--- src/rtl/pcb_pkg.sv ---
package pcb_pkg;
  localparam int BUS_W  = 32;
  localparam int ADDR_W = 12;

  localparam logic [ADDR_W-1:0] A_CEN_SET = 12'hC00;
  localparam logic [ADDR_W-1:0] A_CEN_CLR = 12'hC20;
  localparam logic [ADDR_W-1:0] A_IEN_SET = 12'hC40;
  localparam logic [ADDR_W-1:0] A_IEN_CLR = 12'hC60;
  localparam logic [ADDR_W-1:0] A_OVF_CLR = 12'hC80;
  localparam logic [ADDR_W-1:0] A_OVF_SET = 12'hCC0;
  localparam logic [ADDR_W-1:0] A_CFG     = 12'hE00;
  localparam logic [ADDR_W-1:0] A_RUN     = 12'hE04;
  localparam logic [ADDR_W-1:0] A_IRQCTL  = 12'hE50;

  typedef enum logic [3:0] {
    K_NONE, K_CNT_LO, K_CNT_HI, K_EVT, K_SMR,
    K_CEN_SET, K_CEN_CLR, K_IEN_SET, K_IEN_CLR,
    K_OVF_SET, K_OVF_CLR, K_CFG, K_RUN, K_IRQCTL
  } kind_e;

  typedef struct packed {
    kind_e      kind;
    logic [7:0] idx;
  } dec_t;

  // Map a byte address to a register kind and a counter index.
  function automatic dec_t decode_addr(input logic [ADDR_W-1:0] a, input logic wide);
    dec_t d;
    logic [ADDR_W-1:0] w;
    w = {a[ADDR_W-1:2], 2'b00};
    d.kind = K_NONE;
    d.idx  = '0;
    if (a[11:10] == 2'b00) begin
      if (wide) begin
        d.kind = a[2] ? K_CNT_HI : K_CNT_LO;
        d.idx  = {1'b0, a[9:3]};
      end else begin
        d.kind = K_CNT_LO;
        d.idx  = a[9:2];
      end
    end else if (a[11:10] == 2'b01) begin
      d.kind = K_EVT;
      d.idx  = a[9:2];
    end else if (a[11:9] == 3'b101) begin
      d.kind = K_SMR;
      d.idx  = {1'b0, a[8:2]};
    end else begin
      case (w)
        A_CEN_SET: d.kind = K_CEN_SET;
        A_CEN_CLR: d.kind = K_CEN_CLR;
        A_IEN_SET: d.kind = K_IEN_SET;
        A_IEN_CLR: d.kind = K_IEN_CLR;
        A_OVF_SET: d.kind = K_OVF_SET;
        A_OVF_CLR: d.kind = K_OVF_CLR;
        A_CFG:     d.kind = K_CFG;
        A_RUN:     d.kind = K_RUN;
        A_IRQCTL:  d.kind = K_IRQCTL;
        default:   d.kind = K_NONE;
      endcase
    end
    return d;
  endfunction
endpackage

--- src/rtl/pcb_setclr.sv ---
// Mask register with independent set and clear inputs; set dominates.
module pcb_setclr #(
  parameter int W = 4
) (
  input  logic         clk,
  input  logic         rst_n,
  input  logic [W-1:0] set_mask,
  input  logic [W-1:0] clr_mask,
  output logic [W-1:0] q
);
  always_ff @(posedge clk or negedge rst_n) begin
    if (!rst_n) q <= '0;
    else        q <= (q & ~clr_mask) | set_mask;
  end
endmodule

--- src/rtl/pcb_counter.sv ---
// One event counter with its selector and stream-match storage.
module pcb_counter #(
  parameter int CTR_W  = 32,
  parameter int NUM_EV = 7
) (
  input  logic              clk,
  input  logic              rst_n,
  input  logic              wr_lo,
  input  logic              wr_hi,
  input  logic              wr_evt,
  input  logic              wr_smr,
  input  logic [31:0]       wdata,
  input  logic              count_on,
  input  logic [NUM_EV-1:0] evt_i,
  output logic [CTR_W-1:0]  value,
  output logic [15:0]       evt_sel,
  output logic [31:0]       smr,
  output logic              wrap_o
);
  logic             bump;
  logic             written;
  logic [CTR_W-1:0] nxt;

  // Event 0 is every cycle; k in 1..NUM_EV follows strobe k-1.
  function automatic logic ev_hit(input logic [15:0] sel, input logic [NUM_EV-1:0] ev);
    logic h;
    h = (sel == 16'd0);
    for (int k = 1; k <= NUM_EV; k++) begin
      if (sel == 16'(k)) h = ev[k-1];
    end
    return h;
  endfunction

  // Replace one 32-bit half of the counter.
  function automatic logic [CTR_W-1:0] merge_word(input logic [CTR_W-1:0] cur,
                                                  input logic [31:0] w, input logic hi);
    logic [63:0] t;
    t = 64'(cur);
    if (hi) t[63:32] = w;
    else    t[31:0]  = w;
    return t[CTR_W-1:0];
  endfunction

  always_comb begin
    bump    = count_on & ev_hit(evt_sel, evt_i);
    written = wr_lo | wr_hi;
    wrap_o  = bump & ~written & (&value);
    nxt     = value;
    if (written)   nxt = merge_word(value, wdata, wr_hi);
    else if (bump) nxt = value + 1'b1;
  end

  always_ff @(posedge clk or negedge rst_n) begin
    if (!rst_n) begin
      value   <= '0;
      evt_sel <= '0;
      smr     <= '0;
    end else begin
      value <= nxt;
      if (wr_evt) evt_sel <= wdata[15:0];
      if (wr_smr) smr     <= wdata;
    end
  end
endmodule

--- src/rtl/pcb_irq.sv ---
// Interrupt combine: any overflowed and enabled counter, gated by the output enable.
module pcb_irq #(
  parameter int NUM_CTR = 4
) (
  input  logic [NUM_CTR-1:0] ovf,
  input  logic [NUM_CTR-1:0] ien,
  input  logic               out_en,
  output logic               irq
);
  assign irq = out_en & (|(ovf & ien));
endmodule

--- src/rtl/perf_cnt_bank.sv ---
module perf_cnt_bank import pcb_pkg::*; #(
  parameter int NUM_CTR       = 4,
  parameter int CTR_W         = 32,
  parameter int NUM_EV        = 7,
  parameter bit GLOBAL_FILTER = 1'b0
) (
  input  logic              clk,
  input  logic              rst_n,
  input  logic              req_valid,
  input  logic              req_write,
  input  logic [ADDR_W-1:0] req_addr,
  input  logic [BUS_W-1:0]  req_wdata,
  input  logic [NUM_EV-1:0] evt_i,
  output logic              rd_valid,
  output logic [BUS_W-1:0]  rd_data,
  output logic              irq_o
);
  localparam bit WIDE  = (CTR_W > 32);
  localparam int IDX_W = (NUM_CTR > 1) ? $clog2(NUM_CTR) : 1;

  dec_t               dec;
  logic               wr;
  logic               rd_req;
  logic               idx_ok;
  logic [NUM_CTR-1:0] wmask;
  logic [NUM_CTR-1:0] cen_q, ien_q, ovf_q;
  logic [NUM_CTR-1:0] cen_set, cen_clr, ien_set, ien_clr, ovf_set, ovf_clr;
  logic [NUM_CTR-1:0] wrap_vec;
  logic               glb_en_q, irq_en_q;
  logic               cnt_wr_any;
  logic [BUS_W-1:0]   rdata_c;
  logic [CTR_W-1:0]   cnt_val [NUM_CTR];
  logic [15:0]        evt_sel [NUM_CTR];
  logic [31:0]        smr_val [NUM_CTR];
  logic [NUM_CTR*CTR_W-1:0] cnt_flat;

  function automatic logic [31:0] word_of(input logic [CTR_W-1:0] v, input logic hi);
    logic [63:0] t;
    t = 64'(v);
    return hi ? t[63:32] : t[31:0];
  endfunction

  function automatic logic [31:0] cfg_word();
    logic [31:0] c;
    c        = '0;
    c[5:0]   = 6'(NUM_CTR - 1);
    c[13:8]  = 6'(CTR_W - 1);
    c[23]    = GLOBAL_FILTER;
    return c;
  endfunction

  assign dec        = decode_addr(req_addr, WIDE);
  assign wr         = req_valid & req_write;
  assign rd_req     = req_valid & ~req_write;
  assign idx_ok     = (dec.idx < 8'(NUM_CTR));
  assign wmask      = req_wdata[NUM_CTR-1:0];
  assign cnt_wr_any = wr & idx_ok & ((dec.kind == K_CNT_LO) | (dec.kind == K_CNT_HI));

  assign cen_set = (wr && dec.kind == K_CEN_SET) ? wmask : '0;
  assign cen_clr = (wr && dec.kind == K_CEN_CLR) ? wmask : '0;
  assign ien_set = (wr && dec.kind == K_IEN_SET) ? wmask : '0;
  assign ien_clr = (wr && dec.kind == K_IEN_CLR) ? wmask : '0;
  assign ovf_set = wrap_vec | ((wr && dec.kind == K_OVF_SET) ? wmask : '0);
  assign ovf_clr = (wr && dec.kind == K_OVF_CLR) ? wmask : '0;

  for (genvar n = 0; n < NUM_CTR; n++) begin : g_ctr
    logic sel;
    assign sel = wr && (dec.idx == 8'(n));
    pcb_counter #(.CTR_W(CTR_W), .NUM_EV(NUM_EV)) u_ctr (
      .clk      (clk),
      .rst_n    (rst_n),
      .wr_lo    (sel && dec.kind == K_CNT_LO),
      .wr_hi    (sel && dec.kind == K_CNT_HI),
      .wr_evt   (sel && dec.kind == K_EVT),
      .wr_smr   (sel && dec.kind == K_SMR),
      .wdata    (req_wdata),
      .count_on (glb_en_q & cen_q[n]),
      .evt_i    (evt_i),
      .value    (cnt_val[n]),
      .evt_sel  (evt_sel[n]),
      .smr      (smr_val[n]),
      .wrap_o   (wrap_vec[n])
    );
    assign cnt_flat[n*CTR_W +: CTR_W] = cnt_val[n];
  end

  pcb_setclr #(.W(NUM_CTR)) u_cen (.clk(clk), .rst_n(rst_n), .set_mask(cen_set), .clr_mask(cen_clr), .q(cen_q));
  pcb_setclr #(.W(NUM_CTR)) u_ien (.clk(clk), .rst_n(rst_n), .set_mask(ien_set), .clr_mask(ien_clr), .q(ien_q));
  pcb_setclr #(.W(NUM_CTR)) u_ovf (.clk(clk), .rst_n(rst_n), .set_mask(ovf_set), .clr_mask(ovf_clr), .q(ovf_q));

  pcb_irq #(.NUM_CTR(NUM_CTR)) u_irq (.ovf(ovf_q), .ien(ien_q), .out_en(irq_en_q), .irq(irq_o));

  always_ff @(posedge clk or negedge rst_n) begin
    if (!rst_n) begin
      glb_en_q <= 1'b0;
      irq_en_q <= 1'b0;
    end else begin
      if (wr && dec.kind == K_RUN)    glb_en_q <= req_wdata[0];
      if (wr && dec.kind == K_IRQCTL) irq_en_q <= req_wdata[0];
    end
  end

  always_comb begin
    rdata_c = '0;
    case (dec.kind)
      K_CNT_LO:             if (idx_ok) rdata_c = word_of(cnt_val[dec.idx[IDX_W-1:0]], 1'b0);
      K_CNT_HI:             if (idx_ok) rdata_c = word_of(cnt_val[dec.idx[IDX_W-1:0]], 1'b1);
      K_EVT:                if (idx_ok) rdata_c = 32'(evt_sel[dec.idx[IDX_W-1:0]]);
      K_SMR:                if (idx_ok) rdata_c = smr_val[dec.idx[IDX_W-1:0]];
      K_CEN_SET, K_CEN_CLR: rdata_c = 32'(cen_q);
      K_IEN_SET, K_IEN_CLR: rdata_c = 32'(ien_q);
      K_OVF_SET, K_OVF_CLR: rdata_c = 32'(ovf_q);
      K_CFG:                rdata_c = cfg_word();
      K_RUN:                rdata_c = 32'(glb_en_q);
      K_IRQCTL:             rdata_c = 32'(irq_en_q);
      default:              rdata_c = '0;
    endcase
  end

  always_ff @(posedge clk or negedge rst_n) begin
    if (!rst_n) begin
      rd_valid <= 1'b0;
      rd_data  <= '0;
    end else begin
      rd_valid <= rd_req;
      if (rd_req) rd_data <= rdata_c;
    end
  end
endmodule

--- config.mk ---
export PLATFORM = sky130hd
export DESIGN_NAME = perf_cnt_bank
export DESIGN_NICKNAME = d
export VERILOG_FILES = /design/src/rtl/pcb_pkg.sv /design/src/rtl/pcb_setclr.sv /design/src/rtl/pcb_counter.sv /design/src/rtl/pcb_irq.sv /design/src/rtl/perf_cnt_bank.sv
export SDC_FILE = /design/constraint.sdc
export NUM_CORES = 1
export LEC_CHECK = 0
export ABC_AREA = 1
export BUFFER_PORTS_ARGS = -buffer_cell sky130_fd_sc_hd__clkbuf_2
export CAP_MARGIN = 20
export CORE_UTILIZATION = 50
export CTS_CLUSTER_DIAMETER = 50
export CTS_CLUSTER_SIZE = 12
export DETAILED_ROUTE_END_ITERATION = 16
export PLACE_DENSITY_LB_ADDON = 0.12
export SYNTH_ARGS = -nofsm -noshare
export SYNTH_HDL_FRONTEND = slang
export SYNTH_SLANG_ARGS = --single-unit
--- constraint.sdc ---
create_clock -name clk -period 1.8 [get_ports clk]
set_input_delay 0.27 -clock clk [delete_from_list [all_inputs] [get_ports clk]]
set_output_delay 0.27 -clock clk [all_outputs]
set_load 0.005 [all_outputs]
==> out/metrics.yaml <==
worst_setup_path:
  worst_setup_path_start_kind: "register"
  crit_required_ns: 2.34
  arrival_ns: 2.57
  slowest_delay_ns: 0.43
  path_max_fanout: 8
  end_kind: "register"
  timing_worst_setup_path_type: "reg2reg"
  cpMaxStageDelayCell: "dfrtp_1"
  critical_path.top_delay_family: "simple AND/OR/NAND/NOR gates"
  crit_buf_inv: 3
  path_cells: "buf_6 -> nand3_2 -> nand3_2 -> o21a_1 -> o211ai_1 -> nand2_1 -> nand2_4 -> buf_12 -> buf_16 -> nand2_1 -> nand2_1"
  cpMostUsedCell: "nand2_1"
place:
  dp_hpwl_um: 68500
  place_congestion: 1.07
  io_buffers: 86
  dp_cells: 4291
finish:
  area_growth_pct: 38.3
  stdcell_count: 4445
  nets: 3879
  post-route-util: 0.702
  final_cell_mix: "nand2_1, buf_4, dfrtp_1, o21ai_0, inv_1"
  multi_input_area_mm2: 0.0130
  fillerInstances: 3726
  final_common_cell: "nand2_1"
  drive_gt1_frac: 0.269
  regArea_mm2: 0.00920
global_route:
  grt_pass1_vias: 24100
  grt_pass1_wl_um: 142000
  grt_usage: 0.417
  grt_max_degree: 71
  grt_antenna_before_repair: 1
  overflow: 0
sta:
  final-max-slew-violation-count: 0
  setup_viol: 81
  tns_ns: -8.06
  worstMarginPinSlew_ns: 0.625
  post-route-period-util: 1.13
  hold_violations: 0
  skew_ns: 0.0436
  fmax_mhz: 494
  rsz0062_at_grt: "yes"
  hold_slack_ns: 0.0164
  period_minus_slack_ns: 2.03
  slew-limit-headroom: 0.583
  setup_ws_ns: -0.226
floorplan:
  die_w_um: 214
  fp.dieH_um: 214
  start_util: 0.507
  ios: 89
  coreArea_mm2: 0.0442
  num_rows: 77
  die-area_mm2: 0.0457
synthesis:
  synthCells: 3309
  synth-seq-cells: 367
  synth_top_cell_by_area: "dfrtp_1"
  ys_seq_area_frac: 0.409
  synth_area_mm2: 0.0224
  synthTopCellsByArea: "dfrtp_1, nand2_1, o21ai_0"
  ys_async_sr_fraction: 1.00
  synth_edf_count: 0
  synth_top_area_share: 0.409
  syn_avg_cell_area_um2: 6.78
  synth_cell_types: 43
  synth_ff_type: "dfrtp_1"
  synth_nets: 3368
  ys.warnings.count: 0
worst_hold_path:
  worstHoldPathType: "in2reg"
pwr:
  fin_total_pwr_w: 0.0249
  p_leak_nw: 15.2
  max-vdd-ir-drop_uv: 748
  power_density_mw_per_mm2: 802
cts:
  cts_sinks: 367
  cts_root_buffer: "clkbuf_16"
  path_clk_slew_ns: 0.07
  ctsHtreeMaxLevel: 2
  cts_tree: "done"
  cts_buffers: 48
  cts_max_path_buffers: 3
  clk_latency_ns: 0.63
route:
  routed_wl_um: 96300
  wl_per_cell_um: 21.7
  drc: 0
  drt_iter0_markers: 3215
  num_vias: 25800
  antenna_left: 0
  vias_per_cell: 5.81
  first_pass_iters: 8
flow_run:
  drv_cap: 0
run_status:
  failed_checks: "setup timing"
  outcome: "finished with violations"
## routing by layer
layer / vias up / share of wire / global-route usage
met5: - / 0 / 0
met2: 1441 / 0.43 / 0.625
li1: 11800 / - / -
met3: 290 / 0.11 / 0.0967
met4: 0 / 0.051 / 0.182
met1: 12300 / 0.41 / 0.574
## cell families after synthesis
family | synth area share
buffers and inverters | 0.0791
xor gates and xnor gates | 0.0347
DFF | 0.409
adders and majority gates | 0.00223
AOI/OAI and AO/OA | 0.137
and+or+nand+nor | 0.338
## stage by stage
step           instance area (µm²)  setup WS (ns)
2_1_floorplan                22500      -0.000590
3_3_place_gp                 27000         -0.536
3_5_place_dp                 27000         -0.538
4_1_cts                      29700         -0.167
5_1_grt                      31000         -0.313
6_report                     31000         -0.226
## registers in the layout (all words and copies together) (netlist names)
name,count
g_ctr.u_ctr.smr,128
g_ctr.u_ctr.value,128
g_ctr.u_ctr.evt_sel,64
rd_data,32
u_cen.q,4
u_ien.q,4
u_ovf.q,4
glb_en_q,1
irq_en_q,1
rd_valid,1
## worst reg2reg max path, cell delays in order, from the launching register on
cell and delay [ns]:
dfrtp_1 0.43, buf_6 0.14, nand3_2 0.07, nand3_2 0.07, o21a_1 0.21, o211ai_1 0.22
nand2_1 0.22, nand2_4 0.18, buf_12 0.17, buf_16 0.15, nand2_1 0.06, nand2_1 0.06
## worst paths after layout
kind / slack [ns] / cells after the start / from / endpoint
worst max-delay path: -0.23 / 11 / g_ctr[3].u_ctr.evt_sel[0] / g_ctr[3].u_ctr.value[9]
worst min register to register: 0.48 / 2 / g_ctr[0].u_ctr.smr[31] / g_ctr[0].u_ctr.smr[31]
max in group asynchronous: 0.81 / 3 / rst_n / g_ctr[3].u_ctr.smr[21]
worst max register to register: -0.23 / 11 / g_ctr[3].u_ctr.evt_sel[0] / g_ctr[3].u_ctr.value[9]
worst min-delay path: 0.02 / 5 / req_wdata[20] / g_ctr[1].u_ctr.value[20]
min in group asynchronous: 0.17 / 2 / rst_n / g_ctr[0].u_ctr.evt_sel[0]
## timing repair
action / in CTS / in global routing
setup endpoints to repair: 128 / 142
buffers inserted: 29 / 29
hold endpoints to repair: 261 / 0
pin swaps: 57 / 126
gates cloned: 10 / 7
gates resized for setup: 177 / 334
hold buffers: 5 / 0
## power breakdown
| group | internal (W) | switching [W] |
|---|---|---|
| clock network | 0.00563 | 0.00409 |
| logic | 0.00231 | 0.00364 |
| registers | 0.00876 | 0.000463 |
## cell type report
cell class,instances,share of cell area
Antenna cell,1,0.0000806
Clock buffer,56,0.0403
Clock inverter,26,0.0102
Inverter,295,0.0369
Multi-Input combinational cell,2489,0.419
Sequential cell,367,0.296
Tap cell,592,0.0239
Timing Repair Buffer,618,0.173
Timing Repair inverter,1,0.000242
## synthesized netlist by cell type, drive strengths merged (3+ instances only)
library cell / instances
or2: 10
nand3b: 9
ha: 4
nand3: 247
dfrtp: 367
clkbuf: 105
nor2: 232
nand2: 1195
o22ai: 9
o221ai: 14
nor3b: 3
buf: 54
nor3: 74
nand4: 46
xnor2: 16
o21ai: 435
a21oi: 45
and3: 3
nor4: 8
a22oi: 20
o21bai: 3
o211ai: 35
inv: 293
xor2: 73
Power figures use the tool's default switching activity.
